$ cat src/rtl/alm_pkg.sv
package alm_pkg;
    localparam int NUM_FIELDS = 4;
    localparam int SEL_W      = 3;

    localparam logic [SEL_W-1:0] SEL_SEC   = 3'd0;
    localparam logic [SEL_W-1:0] SEL_MIN   = 3'd1;
    localparam logic [SEL_W-1:0] SEL_HOUR  = 3'd2;
    localparam logic [SEL_W-1:0] SEL_DATE  = 3'd3;
    localparam logic [SEL_W-1:0] SEL_CTRL  = 3'd4;
    localparam logic [SEL_W-1:0] SEL_FLAGS = 3'd5;

    typedef enum logic [1:0] {
        IRQ_IDLE  = 2'd0,
        IRQ_HOLD  = 2'd1,
        IRQ_PULSE = 2'd2
    } irq_state_e;

    typedef struct packed {
        logic pulse_mode;
        logic pol_high;
        logic irq_en;
    } alm_ctrl_t;
endpackage

$ cat src/rtl/alm_regs.sv
module alm_regs
    import alm_pkg::*;
(
    input  logic                          clk,
    input  logic                          rst_n,
    input  logic                          wr_en,
    input  logic [SEL_W-1:0]              wr_sel,
    input  logic [7:0]                    wr_data,
    output logic [NUM_FIELDS-1:0][7:0]    alarm_q,
    output alm_ctrl_t                     ctrl_q
);
    localparam int IDX_W = $clog2(NUM_FIELDS);

    always_ff @(posedge clk) begin
        if (!rst_n) begin
            alarm_q <= '0;
            ctrl_q  <= '0;
        end else if (wr_en) begin
            if (wr_sel < SEL_W'(NUM_FIELDS)) begin
                alarm_q[wr_sel[IDX_W-1:0]] <= wr_data;
            end else if (wr_sel == SEL_CTRL) begin
                ctrl_q <= alm_ctrl_t'(wr_data[2:0]);
            end
        end
    end
endmodule

$ cat src/rtl/alm_field_cmp.sv
module alm_field_cmp
    import alm_pkg::*;
(
    input  logic [NUM_FIELDS-1:0][7:0] alarm,
    input  logic [NUM_FIELDS-1:0][7:0] cur,
    output logic [NUM_FIELDS-1:0]      ignored,
    output logic                       hit
);
    logic [NUM_FIELDS-1:0] field_ok;

    genvar g;
    generate
        for (g = 0; g < NUM_FIELDS; g++) begin : g_field
            assign ignored[g]  = alarm[g][7];
            assign field_ok[g] = alarm[g][7] | (alarm[g][6:0] == cur[g][6:0]);
        end
    endgenerate

    assign hit = &field_ok;
endmodule

$ cat src/rtl/alm_irq_ctrl.sv
module alm_irq_ctrl
    import alm_pkg::*;
#(
    parameter int PULSE_CYCLES = 4
) (
    input  logic      clk,
    input  logic      rst_n,
    input  logic      tick,
    input  logic      hit,
    input  logic      flag_rd,
    input  alm_ctrl_t ctrl,
    output logic      flag_q,
    output logic      irq_out
);
    localparam int CW = (PULSE_CYCLES > 1) ? $clog2(PULSE_CYCLES) : 1;
    localparam logic [CW-1:0] CNT_LOAD = CW'(PULSE_CYCLES - 1);

    irq_state_e state_q, state_d;
    logic [CW-1:0] cnt_q;
    logic set_evt;
    logic active;

    assign set_evt = tick & hit;

    always_ff @(posedge clk) begin
        if (!rst_n) begin
            flag_q <= 1'b0;
        end else if (set_evt) begin
            flag_q <= 1'b1;
        end else if (flag_rd) begin
            flag_q <= 1'b0;
        end
    end

    always_comb begin
        state_d = state_q;
        unique case (state_q)
            IRQ_IDLE: begin
                if (ctrl.irq_en && set_evt) begin
                    state_d = ctrl.pulse_mode ? IRQ_PULSE : IRQ_HOLD;
                end else if (ctrl.irq_en && !ctrl.pulse_mode && flag_q && !flag_rd) begin
                    state_d = IRQ_HOLD;
                end
            end
            IRQ_HOLD: begin
                if (!ctrl.irq_en || (flag_rd && !set_evt)) begin
                    state_d = IRQ_IDLE;
                end
            end
            IRQ_PULSE: begin
                if (ctrl.irq_en && set_evt) begin
                    state_d = IRQ_PULSE;
                end else if (cnt_q == '0) begin
                    state_d = IRQ_IDLE;
                end
            end
            default: state_d = IRQ_IDLE;
        endcase
    end

    always_ff @(posedge clk) begin
        if (!rst_n) begin
            state_q <= IRQ_IDLE;
            cnt_q   <= '0;
        end else begin
            state_q <= state_d;
            if (state_d == IRQ_PULSE && (state_q != IRQ_PULSE || set_evt)) begin
                cnt_q <= CNT_LOAD;
            end else if (state_q == IRQ_PULSE && cnt_q != '0) begin
                cnt_q <= cnt_q - 1'b1;
            end
        end
    end

    always_comb begin
        active  = (state_q != IRQ_IDLE);
        irq_out = ctrl.pol_high ? active : ~active;
    end

    AST_FLAG_SETS_ON_HIT: assert property (@(posedge clk) disable iff (!rst_n)
        set_evt |=> flag_q);
    AST_FLAG_CLEARS_ON_READ: assert property (@(posedge clk) disable iff (!rst_n)
        (flag_rd && !set_evt) |=> !flag_q);
    AST_FLAG_NEEDS_TICK: assert property (@(posedge clk) disable iff (!rst_n)
        (flag_q && !$past(flag_q)) |-> $past(set_evt));
    AST_HOLD_NEEDS_FLAG: assert property (@(posedge clk) disable iff (!rst_n)
        (state_q == IRQ_HOLD) |-> flag_q);
    AST_PULSE_CNT_RANGE: assert property (@(posedge clk) disable iff (!rst_n)
        (state_q == IRQ_PULSE) |-> (cnt_q <= CNT_LOAD));
    AST_DISABLED_STAYS_IDLE: assert property (@(posedge clk) disable iff (!rst_n)
        (!ctrl.irq_en && state_q == IRQ_IDLE) |=> (state_q == IRQ_IDLE));
endmodule

$ cat src/rtl/cal_alarm_cmp.sv
module cal_alarm_cmp
    import alm_pkg::*;
#(
    parameter int PULSE_CYCLES = 4
) (
    input  logic             clk,
    input  logic             rst_n,
    input  logic             tick,
    input  logic [7:0]       cur_sec,
    input  logic [7:0]       cur_min,
    input  logic [7:0]       cur_hour,
    input  logic [7:0]       cur_date,
    input  logic             wr_en,
    input  logic [SEL_W-1:0] wr_sel,
    input  logic [7:0]       wr_data,
    input  logic [SEL_W-1:0] rd_sel,
    output logic [7:0]       rd_data,
    input  logic             flag_rd,
    output logic             irq_out
);
    logic [NUM_FIELDS-1:0][7:0] alarm_q;
    logic [NUM_FIELDS-1:0][7:0] cur_vec;
    logic [NUM_FIELDS-1:0]      ignored;
    alm_ctrl_t                  ctrl_q;
    logic                       hit;
    logic                       flag_q;

    assign cur_vec = {cur_date, cur_hour, cur_min, cur_sec};

    alm_regs u_regs (
        .clk     (clk),
        .rst_n   (rst_n),
        .wr_en   (wr_en),
        .wr_sel  (wr_sel),
        .wr_data (wr_data),
        .alarm_q (alarm_q),
        .ctrl_q  (ctrl_q)
    );

    alm_field_cmp u_cmp (
        .alarm   (alarm_q),
        .cur     (cur_vec),
        .ignored (ignored),
        .hit     (hit)
    );

    alm_irq_ctrl #(.PULSE_CYCLES(PULSE_CYCLES)) u_irq (
        .clk     (clk),
        .rst_n   (rst_n),
        .tick    (tick),
        .hit     (hit),
        .flag_rd (flag_rd),
        .ctrl    (ctrl_q),
        .flag_q  (flag_q),
        .irq_out (irq_out)
    );

    always_comb begin
        rd_data = 8'h00;
        unique case (rd_sel)
            SEL_SEC:   rd_data = alarm_q[0];
            SEL_MIN:   rd_data = alarm_q[1];
            SEL_HOUR:  rd_data = alarm_q[2];
            SEL_DATE:  rd_data = alarm_q[3];
            SEL_CTRL:  rd_data = {5'b0, ctrl_q};
            SEL_FLAGS: rd_data = {7'b0, flag_q};
            default:   rd_data = 8'h00;
        endcase
    end

    AST_ALL_IGNORED_HITS: assert property (@(posedge clk) disable iff (!rst_n)
        (&ignored) |-> hit);
endmodule

$ cat config.mk
export PLATFORM = sky130hd
export DESIGN_NAME = cal_alarm_cmp
export DESIGN_NICKNAME = d
export VERILOG_FILES = /design/src/rtl/alm_pkg.sv /design/src/rtl/alm_regs.sv /design/src/rtl/alm_field_cmp.sv /design/src/rtl/alm_irq_ctrl.sv /design/src/rtl/cal_alarm_cmp.sv
export SDC_FILE = /design/constraint.sdc
export NUM_CORES = 1
export LEC_CHECK = 0
export BUFFER_PORTS_ARGS = -buffer_cell sky130_fd_sc_hd__buf_2
export CAP_MARGIN = 20
export CORE_UTILIZATION = 56
export CTS_CLUSTER_DIAMETER = 120
export CTS_CLUSTER_SIZE = 40
export DETAILED_ROUTE_END_ITERATION = 6
export GPL_TIMING_DRIVEN = 0
export PLACE_DENSITY = 0.84
export SLEW_MARGIN = 20
export SYNTH_ARGS = -nofsm -noshare
export SYNTH_HDL_FRONTEND = slang
export SYNTH_SLANG_ARGS = --single-unit
export TNS_END_PERCENT = 30
$ cat constraint.sdc
create_clock -name clk -period 4.38 [get_ports clk]
set_input_delay 0.219 -clock clk [delete_from_list [all_inputs] [get_ports clk]]
set_output_delay 0.219 -clock clk [all_outputs]
set_load 0.005 [all_outputs]
# Yosys cells after proc, flatten, opt, wreduce, memory -nomap -nowiden
# Index checks and enable logic that the tools add are counted.
[op_classes]
bitwise_logic = 7
add_sub_neg = 1
n_lt_le_gt_ge = 3
eq_ne = 14
n_mux = 16
reduce_logical = 24
[op_table]
columns = ["op", "n"]
rows = [
  ["one-hot mux 8 bit (6 select lines)", 1],
  ["bitwise mux 32 bit", 1],
  ["equality test 7 bit", 4],
  ["demux 8 bit (select 2 bit)", 1],
  ["two-way mux 2 bit", 8],
  ["equality test 3 bit, second input constant", 3],
  ["logical AND 1 bit", 8],
  ["two-way mux 8 bit", 1],
  ["nonzero test 2 bit", 4],
  ["equality test 3 x 2 -> 1 bit, second input constant", 2],
  ["one-hot mux 2 bit (3 select lines)", 1],
  ["equality test 2 bit, second input constant", 2],
  ["zero test 1 bit", 4],
  ["zero test 2 bit", 2],
  ["bitwise OR 1 bit", 4],
  ["AND reduction 4 bit", 1],
  ["equality test 3 x 1 -> 1 bit, second input constant", 1],
  ["zero test 3 bit", 1],
  ["less-than comparator 2 x 3 -> 1 bit, second input constant", 1],
  ["less-than comparator 3 bit, second input constant", 1],
  ["two-way mux 1 bit", 3],
  ["AND reduction 3 bit", 1],
  ["equality test 2 x 1 -> 1 bit, second input constant", 1],
  [">= comparator 2 x 1 -> 1 bit, second input constant", 1],
  ["6 further kinds", 8],
]
[word_totals]
reg_bits = 40
word_cells = 75

# Depth between registers and ports, before layout
[logic_depth]
word_depth = 12
mapped_depth = 7

# By module
# A second synthesis with hierarchy kept.
[hier_totals]
cells_unflattened = 224
area_unflattened_um2 = 2258.4
[modules_own_cells]
columns = ["mod", "instances", "area_each_um2", "cells_per_inst"]
rows = [
  ["alm_regs", 1, 1311.3, 127],
  ["cal_alarm_cmp", 1, 344.1, 30],
  ["alm_field_cmp", 1, 341.6, 41],
  ["alm_irq_ctrl", 1, 261.5, 26],
]

# Least setup slack after synthesis
# Ideal clock, no wire load.
[synth_path]
kind = "reg2reg"
from = "register u_regs.alarm_q[14] in the netlist's numbering"
to = "register u_irq.state_q[1]"
slack_ps = 2889
path_stages_with_launch = 7
t_arrival_ps = 1421
path_buffers = 0
path_cell_list = "dfxtp_1 > xor2_1 > nor4_1 > a41oi_1 > nor3_2 > o2111ai_1 > a21oi_1"
[synth_via]
elab_chain_cells = 9
word_cells_on_any_way = 12
cone_classes = "eq/ne: 1; mux: 4; bitwise: 2; reduce/logical: 5"
[synth_lines]
columns = ["item", "line", "source"]
rows = [
  ["from (decl)", "alm_regs.sv:9", "output logic [NUM_FIELDS-1:0][7:0] alarm_q,"],
  ["from (signal, indexed assignment)", "alm_regs.sv:20", "alarm_q[wr_sel[IDX_W-1:0]] <= wr_data;"],
  ["equality test 7 bit (*)", "alm_field_cmp.sv:15", "assign field_ok[g] = alarm[g][7] | (alarm[g][6:0] == cur[g][6:0]);"],
  ["bitwise OR 1 bit (*)", "alm_field_cmp.sv:15", ""],
  ["AND reduction 4 bit (*)", "alm_field_cmp.sv:19", "assign hit = &field_ok;"],
  ["AND 1 bit (*)", "alm_irq_ctrl.sv:23", "assign set_evt = tick & hit;"],
  ["zero test 1 bit", "alm_irq_ctrl.sv:46", "if (!ctrl.irq_en || (flag_rd && !set_evt)) begin"],
  ["logical AND 1 bit", "alm_irq_ctrl.sv:46", ""],
  ["logical OR 1 bit", "alm_irq_ctrl.sv:46", ""],
  ["two-way mux 2 bit", "alm_irq_ctrl.sv:46", ""],
  ["one-hot mux 2 bit (3 select lines) (*)", "alm_irq_ctrl.sv:37", "unique case (state_q)"],
  ["to (signal assigned)", "alm_irq_ctrl.sv:66", "state_q <= state_d;"],
  ["to (decl)", "alm_irq_ctrl.sv:18", "irq_state_e state_q, state_d;"],
]
# Every way passes the cells marked *; elsewhere a longest branch is shown, timed or not.
# A chain may end at the register's enable or synchronous reset.

# Final worst setup path
[layout_path]
from = "register u_regs.alarm_q[10] in the netlist's numbering"
to = "register u_irq.state_q[1]"
# The elaborated chain is that of the path after synthesis.

==> impl_metrics.toml <==
[place]
gp_congestion = 0.908
dp_hpwl_mm = 4.44
dp_slack_ps = 2520
io_buffers = 54

[synth]
synthTopCellsByCount = "nand2_1, dfxtp_1, a21boi_0"
synth_top_area_cell = "dfxtp_1"
ys_ff_latch = 40
syn_area_mm2 = 0.00221
async_flop_share = 0
synth_nets = 314
synthCells = 262
synthFlopType = "dfxtp_1"
synth_area_leaders = "dfxtp_1, nand2_1, a21boi_0, xor2_1, xnor2_1"
avgSynthCellArea_um2 = 8.45
ys_seq_area_frac = 0.362
synth.most_common_cell = "nand2_1"
synth_top_area_frac = 0.362
synth-edff-count = 0
ys_types = 33
yosys_warnings = 0

[global_route]
grt_max_degree = 12
grt_util_all_layers = 0.303
overflow = 0
grt_pass1_wl_mm = 9.49
grt_pass1_vias = 1961
antenna_found_initial = 0

[detailed_routing]
wl_per_cell_um = 15.8
final_antenna_net_count = 0
first_pass_iters = 5
routed_wl_mm = 5.88
vias = 2132
drtIter0Drc = 144
viasPerCell = 5.73
drc = 0

[critical_path]
crit_path_end_kind = "flip-flop"
max_stage_delay_ps = 450
worstSetupPathType = "flip-flop to flip-flop"
r2r_start = "u_regs.alarm_q[10]"
cp_cell_sequence = "xor2_1 > nor4_1 > a41oi_1 > nor3_2 > o2111ai_1 > a21oi_1"
cp-startpoint = "u_regs.alarm_q[10]"
worstPathRequired_ps = 4600
arrival_ps = 2180
slowest_stage = "nor3_2"
critPathMaxFanout = 5
worstSetupStartpointType = "flip-flop"

[die]
core_mm2 = 0.00372
start_util = 0.596
die_x_um = 64.9
die_area_mm2 = 0.00421
io_pins = 60
die-height_um = 64.9
num_rows = 22

[power]
cellLeakagePower_nw = 1.02
power.density_mw_per_mm2 = 275
vdd_drop_max_v = 0.000253

[cts]
clock-sinks = 40
insertion_delay_ps = 290
cts_max_path_buffers = 2
cts-resized-gates = 0
clockRootBuffer = "clkbuf_8"
cts-hold-fix-buffers = 0
h-tree-depth = 2
clk_pin_slew_ps = 80
cts_buffers = 5
post-cts-setup-buffers = 0
cts_tree = "built"

[run_status]
status = "finished clean"

[job]
cap_violations = 0

[sta]
worst_pin_slew_ps = 586
fin_crit_sh = 0.449
fin_crit_ps = 1970
setup_violations = 0
drv_slew = 0
slew_headroom = 0.609
setup_tns_ps = 0
max_freq_mhz = 509
hold_violations = 0
worst_slack_ps = 2410
finClkSkew_ps = 9.31
rsz0062_at_grt = "no"

[cells_and_area]
drive_above_1_share = 0.213
synthToLayoutAreaGrowth_pct = 19.0
diodes = 0
final_nets = 375

[hold_path]
worstHoldStart = "wr_data[6]"
hold_class = "input pin to flip-flop"
[final cells by class]
class                           count  area, µm²
Tap cell                           48       60.1
Timing Repair Buffer               54        270
Sequential cell                    40        801
Inverter                            2       7.51
Multi-Input combinational cell    208       1360
Fill cell                         312       1080
Clock buffer                        8       90.1
Buffer                             12       46.3
[report_power, final]
part / switching [mW] / leakage, nW / internal, mW / total, mW
logic: 0.0468 / 0.656 / 0.0437 / 0.0905
registers: 0.00739 / 0.323 / 0.370 / 0.378
clock network: 0.127 / 0.0455 / 0.129 / 0.256
total: 0.181 / 1.02 / 0.542 / 0.724
[registers in the layout, summed over array words and instances (netlist names)]
name / count
u_irq.cnt_q: 2
u_irq.flag_q: 1
u_irq.state_q: 2
u_regs.alarm_q: 32
u_regs.ctrl_q: 3
[worst paths after layout]
kind,endpoint,cells past startpoint,slack [ps]
worst min-delay path,u_regs.alarm_q[6],3,220
worst max register to register,u_irq.state_q[1],6,2410
worst min register to register,u_regs.alarm_q[5],2,500
worst max-delay path,u_irq.state_q[1],6,2410
[cell usage in the layout, fill, tap and decap left out]
master	n
xnor2_1	13
and2_1	1
xor2_1	16
mux4_1	1
and3_1	2
a2bb2oi_1	1
mux2_2	1
nand4_1	1
a21boi_0	33
nand3b_1	1
nor4_1	4
buf_2	55
nand3_1	2
or2_2	1
inv_1	2
nand2_1	71
o2111ai_1	1
nor3_2	1
mux2i_1	8
a41oi_1	3
nand2b_1	3
a22oi_1	1
nand4b_1	1
mux4_2	5
o21ai_0	5
o21a_1	1
a21oi_1	5
nor2b_1	12
clkbuf_1	13
and3b_1	1
dfxtp_1	40
nor2_1	12
ha_1	1
clkbuf_8	6
[layer usage]
metal	GRT usage	part of all wire	vias up
met5	0	0	-
met1	0.374	0.40	984
li1	-	-	1005
met4	0.150	0.041	0
met3	0.0704	0.086	30
met2	0.491	0.47	113
[critical path, delay by kind of cell, from the launching register on]
kind | cells | cell delay [ps]
AND/OR/NAND/NOR | 2 | 760
AO/OA/AOI/OAI | 3 | 610
flip-flops | 1 | 350
XOR/XNOR | 1 | 170
[through the flow]
| step | hold WS [ps] | total power [mW] | util | area, µm² | instances |
|---|---|---|---|---|---|
| global route | 222 | 0.754 | 0.709 | 2640 | 372 |
| detailed placement | 487 | 0.475 | 0.685 | 2540 | 364 |
| floorplan | 364 | 0.431 | - | 2210 | 262 |
| CTS | 214 | 0.725 | 0.709 | 2640 | 372 |
| finish | 220 | 0.724 | 0.709 | 2640 | 372 |
| global placement | 463 | 0.472 | 0.685 | 2540 | 364 |
[logic make-up (layout without fill, tap and decap cells)]
| group | after synthesis | after routing | share of synthesized area |
|---|---|---|---|
| xor+xnor | 29 | 29 | 0.115 |
| compound gates | 50 | 50 | 0.161 |
| buf+inv | 14 | 76 | 0.0243 |
| fa+ha+maj | 1 | 1 | 0.00565 |
| simple gates | 113 | 113 | 0.229 |
| flops | 40 | 40 | 0.362 |
| mux | 15 | 15 | 0.104 |
No activity file was read; power rests on OpenSTA's default activity.
